<file path="config.mk">
export PLATFORM = sky130hd
export DESIGN_NAME = pix_pair_packer
export DESIGN_NICKNAME = d
export VERILOG_FILES = /design/src/rtl/pix_pair_pkg.sv /design/src/rtl/pp_phase_trk.sv /design/src/rtl/pp_odd_hold.sv /design/src/rtl/pp_pair_out.sv /design/src/rtl/pix_pair_packer.sv
export SDC_FILE = /design/constraint.sdc
export NUM_CORES = 1
export LEC_CHECK = 0
export BUFFER_PORTS_ARGS = -buffer_cell sky130_fd_sc_hd__buf_2
export CELL_PAD_IN_SITES_DETAIL_PLACEMENT = 1
export CELL_PAD_IN_SITES_GLOBAL_PLACEMENT = 1
export CORE_AREA = 3 3 110 70
export CTS_BUF_LIST = sky130_fd_sc_hd__clkbuf_8
export DETAILED_ROUTE_END_ITERATION = 10
export DIE_AREA = 0 0 113 73
export PLACE_DENSITY = 0.86
export SKIP_LAST_GASP = 1
export SLEW_MARGIN = 20
export SYNTH_ARGS = -nofsm -noshare
export SYNTH_HDL_FRONTEND = slang
export SYNTH_SLANG_ARGS = --single-unit
</file>
<file path="constraint.sdc">
create_clock -name clk_i -period 3.04 [get_ports clk_i]
set_input_delay 0 -clock clk_i [delete_from_list [all_inputs] [get_ports clk_i]]
set_output_delay 0 -clock clk_i [all_outputs]
set_load 0.02 [all_outputs]
</file>
<file path="src/rtl/pix_pair_pkg.sv">
package pix_pair_pkg;
  typedef enum logic {
    SLOT_ODD  = 1'b0,
    SLOT_EVEN = 1'b1
  } slot_e;
endpackage

</file>
<file path="src/rtl/pp_phase_trk.sv">
module pp_phase_trk
  import pix_pair_pkg::*;
(
  input  logic  clk_i,
  input  logic  rst_ni,
  input  logic  de_i,
  output slot_e slot_o
);
  logic  de_q;
  slot_e phase_q;
  logic  start;

  assign start  = de_i & ~de_q;
  // a rising DE forces the odd slot regardless of the running phase
  assign slot_o = start ? SLOT_ODD : phase_q;

  always_ff @(posedge clk_i or negedge rst_ni) begin
    if (!rst_ni) begin
      de_q    <= 1'b0;
      phase_q <= SLOT_ODD;
    end else begin
      de_q    <= de_i;
      phase_q <= (slot_o == SLOT_ODD) ? SLOT_EVEN : SLOT_ODD;
    end
  end
endmodule

</file>
<file path="src/rtl/pp_odd_hold.sv">
module pp_odd_hold #(
  parameter int RGB_W = 24
) (
  input  logic             clk_i,
  input  logic             rst_ni,
  input  logic             cap_i,
  input  logic [RGB_W-1:0] rgb_i,
  input  logic             de_i,
  input  logic             gp_i,
  output logic [RGB_W-1:0] odd_rgb_o,
  output logic             odd_de_o,
  output logic             odd_gp_o
);
  always_ff @(posedge clk_i or negedge rst_ni) begin
    if (!rst_ni) begin
      odd_rgb_o <= '0;
      odd_de_o  <= 1'b0;
      odd_gp_o  <= 1'b0;
    end else if (cap_i) begin
      odd_rgb_o <= rgb_i;
      odd_de_o  <= de_i;
      odd_gp_o  <= gp_i;
    end
  end
endmodule

</file>
<file path="src/rtl/pp_pair_out.sv">
module pp_pair_out #(
  parameter int CH_W   = 8,
  parameter int NUM_CH = 3,
  localparam int RGB_W = CH_W * NUM_CH
) (
  input  logic             clk_i,
  input  logic             rst_ni,
  input  logic             emit_i,
  input  logic [RGB_W-1:0] odd_rgb_i,
  input  logic             odd_de_i,
  input  logic             odd_gp_i,
  input  logic [RGB_W-1:0] even_rgb_i,
  input  logic             even_de_i,
  input  logic             even_gp_i,
  input  logic             hs_i,
  input  logic             vs_i,
  output logic             valid_o,
  output logic [RGB_W-1:0] odd_rgb_o,
  output logic [RGB_W-1:0] even_rgb_o,
  output logic             hs_o,
  output logic             vs_o,
  output logic             de_o,
  output logic             odd_gp_o,
  output logic             even_gp_o
);
  logic             pad;
  logic [RGB_W-1:0] even_rgb_m;

  // line ended on the odd slot: close the pair with blank colour
  assign pad = odd_de_i & ~even_de_i;

  for (genvar ch = 0; ch < NUM_CH; ch++) begin : g_ch
    assign even_rgb_m[ch*CH_W +: CH_W] = pad ? '0 : even_rgb_i[ch*CH_W +: CH_W];
  end

  always_ff @(posedge clk_i or negedge rst_ni) begin
    if (!rst_ni) begin
      valid_o <= 1'b0;
    end else begin
      valid_o <= emit_i;
    end
  end

  always_ff @(posedge clk_i or negedge rst_ni) begin
    if (!rst_ni) begin
      odd_rgb_o  <= '0;
      even_rgb_o <= '0;
      hs_o       <= 1'b0;
      vs_o       <= 1'b0;
      de_o       <= 1'b0;
      odd_gp_o   <= 1'b0;
      even_gp_o  <= 1'b0;
    end else if (emit_i) begin
      odd_rgb_o  <= odd_rgb_i;
      even_rgb_o <= even_rgb_m;
      hs_o       <= hs_i;
      vs_o       <= vs_i;
      de_o       <= odd_de_i;
      odd_gp_o   <= odd_gp_i;
      even_gp_o  <= even_gp_i;
    end
  end
endmodule

</file>
<file path="src/rtl/pix_pair_packer.sv">
module pix_pair_packer
  import pix_pair_pkg::*;
#(
  parameter int CH_W   = 8,
  parameter int NUM_CH = 3,
  localparam int RGB_W = CH_W * NUM_CH
) (
  input  logic             clk_i,
  input  logic             rst_ni,
  input  logic [RGB_W-1:0] rgb_i,
  input  logic             hs_i,
  input  logic             vs_i,
  input  logic             de_i,
  input  logic             gp_i,
  output logic             valid_o,
  output logic [RGB_W-1:0] odd_rgb_o,
  output logic [RGB_W-1:0] even_rgb_o,
  output logic             hs_o,
  output logic             vs_o,
  output logic             de_o,
  output logic             odd_gp_o,
  output logic             even_gp_o
);
  slot_e            slot;
  logic [RGB_W-1:0] held_rgb;
  logic             held_de;
  logic             held_gp;

  pp_phase_trk u_phase (
    .clk_i  (clk_i),
    .rst_ni (rst_ni),
    .de_i   (de_i),
    .slot_o (slot)
  );

  pp_odd_hold #(.RGB_W(RGB_W)) u_hold (
    .clk_i     (clk_i),
    .rst_ni    (rst_ni),
    .cap_i     (slot == SLOT_ODD),
    .rgb_i     (rgb_i),
    .de_i      (de_i),
    .gp_i      (gp_i),
    .odd_rgb_o (held_rgb),
    .odd_de_o  (held_de),
    .odd_gp_o  (held_gp)
  );

  pp_pair_out #(.CH_W(CH_W), .NUM_CH(NUM_CH)) u_out (
    .clk_i      (clk_i),
    .rst_ni     (rst_ni),
    .emit_i     (slot == SLOT_EVEN),
    .odd_rgb_i  (held_rgb),
    .odd_de_i   (held_de),
    .odd_gp_i   (held_gp),
    .even_rgb_i (rgb_i),
    .even_de_i  (de_i),
    .even_gp_i  (gp_i),
    .hs_i       (hs_i),
    .vs_i       (vs_i),
    .valid_o    (valid_o),
    .odd_rgb_o  (odd_rgb_o),
    .even_rgb_o (even_rgb_o),
    .hs_o       (hs_o),
    .vs_o       (vs_o),
    .de_o       (de_o),
    .odd_gp_o   (odd_gp_o),
    .even_gp_o  (even_gp_o)
  );
endmodule

</file>
==> results.yml <==
synthesis:
  yosysUniqueCellTypes: 19
  syn_area_per_cell_um2: 16.5
  synth_top_family_by_area: "multiplexers"
  synth.mux.area_fraction: 0.204
  synth_seq_cells: 82
  syn-cell-area_mm2: 0.00312
  synth_xor_area_frac: 0
  synth-seq-area-share: 0.658
  synthCells: 189
  synth_compound_area_frac: 0.0690
  yosys.area_share.simple: 0.0337
  synth_fp_nets: 219
  post_synth_fa_ha_maj_area_fraction: 0
  yosys_warnings: 0
clock_network:
  cts_tree: "yes"
  clk_path_buf_depth: 2
  cts_htree_levels: 3
  cts-resized-gates: 0
  clkTransAtPathRegs_ps: 80
  cts_buffers: 9
  cts_root_buf: "clkbuf_8"
  clkSinkCount: 82
  clk_latency_ps: 330
floorplan:
  rows: 23
  core_mm2: 0.00668
  die_h_um: 73
  die-area_mm2: 0.00825
  ios: 84
  die_w_um: 113
  start_util: 0.467
run_status:
  status: "finished clean"
drt:
  drc: 0
  via_per_inst: 4.97
  first_pass_iters: 4
  drt-initial-drc-count: 151
  ant_nets: 0
  vias: 1959
  drt-total-wl_mm: 6.86
  wl_per_cell_um: 17.4
layout:
  area_delta_synth_final_pct: 30.3
  n_antenna_cell: 0
  fin_area_mm2: 0.00406
  fin_nets: 332
  stdcell_count: 394
  fillers: 660
  final_layout_size_suffix_gt1_frac: 0.505
sta:
  tns_ps: 0
  post-route-period-util: 0.645
  slew_viol_final: 0
  tightest_slew_ps: 919
  fmax_mhz: 510
  slew_headroom: 0.387
  final.min_clock_period_ps: 1960
  finalClockSkew_ps: 7.32
  grt_setup_unrepaired: "no"
  final-hold-violation-count: 0
  setup_viol: 0
grt:
  globalRoute.totalOverflow: 0
  antenna_found_initial: 0
  grt_usage: 0.178
  grt_max_degree: 83
  grt_pass1_wl_mm: 11.3
  grt_pass1_vias: 2193
setup_path:
  worstReg2RegStart: "u_phase.de_q$_DFF_PN0_"
  cp-startpoint: "u_phase.de_q$_DFF_PN0_"
  cp-start-kind: "flip-flop"
  worstSetupPathType: "flip-flop to flip-flop"
  path_buf_inv: 0
  cp-end-kind: "flip-flop"
  cp_cell_sequence: "nor2b_4 -> nand2b_4 -> mux2_2"
  crit_required_ps: 3260
  crit_fanout: 72
  critical_path.slowest_cell: "nand2b_4"
  critPathTopFamily: "simple AND/OR/NAND/NOR gates"
  worstPathArrival_ps: 2180
  r2r_slack_ps: 1080
  critPathMaxStageDelay_ps: 740
power:
  leakagePower_nw: 1.95
  p_per_area_mw_per_mm2: 751
  total_power_mw: 3.05
  peakVddDrop_uv: 292
place:
  place_area_mm2: 0.00356
  post-dp-hpwl_mm: 4.37
  placed_cells: 349
  portBuffers: 83
  place_congestion: 0.780
run:
  drv_cap: 0
worst_hold_path:
  min_path_type: "input port to asynchronous set/reset pin"
## cell families (layout without fill, tap and decap cells)
family                 after synthesis  in the layout
buffers and inverters               13            131
AO/OA/AOI/OAI                       25             25
multiplexers                        54             54
AND/OR/NAND/NOR                     15             15
flip-flops                          82             82
## power by group
part           internal, mW  leakage (nW)  total [mW]  switching (mW)
clock                 0.455         0.113       0.822           0.367
sequential             1.31         0.979        1.44           0.126
combinational         0.353         0.861       0.795           0.442
total                  2.12          1.95        3.05           0.935
## what timing repair did
action                     in CTS  in global routing
hold buffers                   29                  0
setup endpoints to repair       0                  0
setup buffers                   0                  0
hold endpoints to repair      136                  0
## path summary, 6_finish.rpt
kind / end / depth (start not counted)
max: u_out.odd_rgb_o[1]$_DFFE_PN0P_ / 3
min: u_out.even_rgb_o[15]$_DFFE_PN0P_ / 2
max reg2reg: u_out.odd_rgb_o[1]$_DFFE_PN0P_ / 3
min reg2reg: u_out.odd_rgb_o[10]$_DFFE_PN0P_ / 1
max in group asynchronous: u_hold.odd_rgb_o[9]$_DFFE_PN0N_ / 2
min in group clk_i: u_phase.de_q$_DFF_PN0_ / 2
## cell usage in the layout, fill, tap and decap left out
cell           Yosys  layout
a22o_1            22      22
a22oi_1            3       3
buf_2              3      82
buf_4              6       2
buf_6              1       1
bufinv_16          0       2
clkbuf_8           0       9
clkinv_4           0       1
clkinvlp_4         0       1
dfrtp_1           82      82
dlygate4sd3_1      0      29
inv_1              1       4
mux2_2            47      47
mux2_4             7       7
nand2_1            1       1
nand2b_1           3       3
nand2b_4           1       1
nand3_1            3       3
nand4_1            3       3
nor2b_1            1       1
nor2b_4            1       1
nor3b_1            2       1
nor3b_2            0       1
## cell usage after synthesis
cell,instances,share of area
buf_12,1,0.0064
buf_2,3,0.0048
mux2_4,7,0.034
nor3b_1,2,0.0048
mux2_2,47,0.17
nand2b_1,3,0.0060
nand3_1,3,0.0048
a22o_1,22,0.062
buf_8,1,0.0048
nand4_1,3,0.0060
a22oi_1,3,0.0072
nor2b_1,1,0.0020
buf_4,6,0.014
buf_6,1,0.0036
dfrtp_1,82,0.66
inv_1,1,0.0012
nor2b_4,1,0.0044
nand2_1,1,0.0012
nand2b_4,1,0.0044
## sequential cells by signal, indices dropped and copies added (netlist names)
register and count:
u_out.even_gp_o 1, u_out.de_o 1, u_out.vs_o 1, u_out.even_rgb_o 24, u_hold.odd_de_o 1, u_phase.phase_q 1
u_hold.odd_rgb_o 24, u_out.hs_o 1, u_phase.de_q 1, u_out.odd_gp_o 1, u_out.valid_o 1, u_out.odd_rgb_o 24
u_hold.odd_gp_o 1
## layer usage
| layer | wire length [µm] | vias up | GRT usage |
|---|---|---|---|
| met5 | 0 | - | 0 |
| met4 | 55 | 0 | 0.0453 |
| met3 | 476 | 9 | 0.0721 |
| met2 | 3320 | 60 | 0.303 |
| met1 | 3010 | 977 | 0.213 |
| li1 | - | 913 | - |
## through the flow
stage | hold slack [ps] | util | setup slack, ps
final | 279 | 0.609 | 1080
after floorplan | -296 | - | 1580
after global placement | 211 | 0.533 | 1150
after global routing | 314 | 0.609 | 937
after CTS | 407 | 0.608 | 1070
after detailed placement | 219 | 0.533 | 1090
## cell type report
class,count,area (µm²),share of cell area
clock buffers,9,124,0.0305
clock inverters,7,87.6,0.0216
inverters,1,3.75,0.000924
multi-input cells,94,960,0.236
flip-flops and latches,82,2050,0.505
well taps,87,109,0.0268
repair buffers,114,727,0.179
Power figures use the tool's default switching activity.
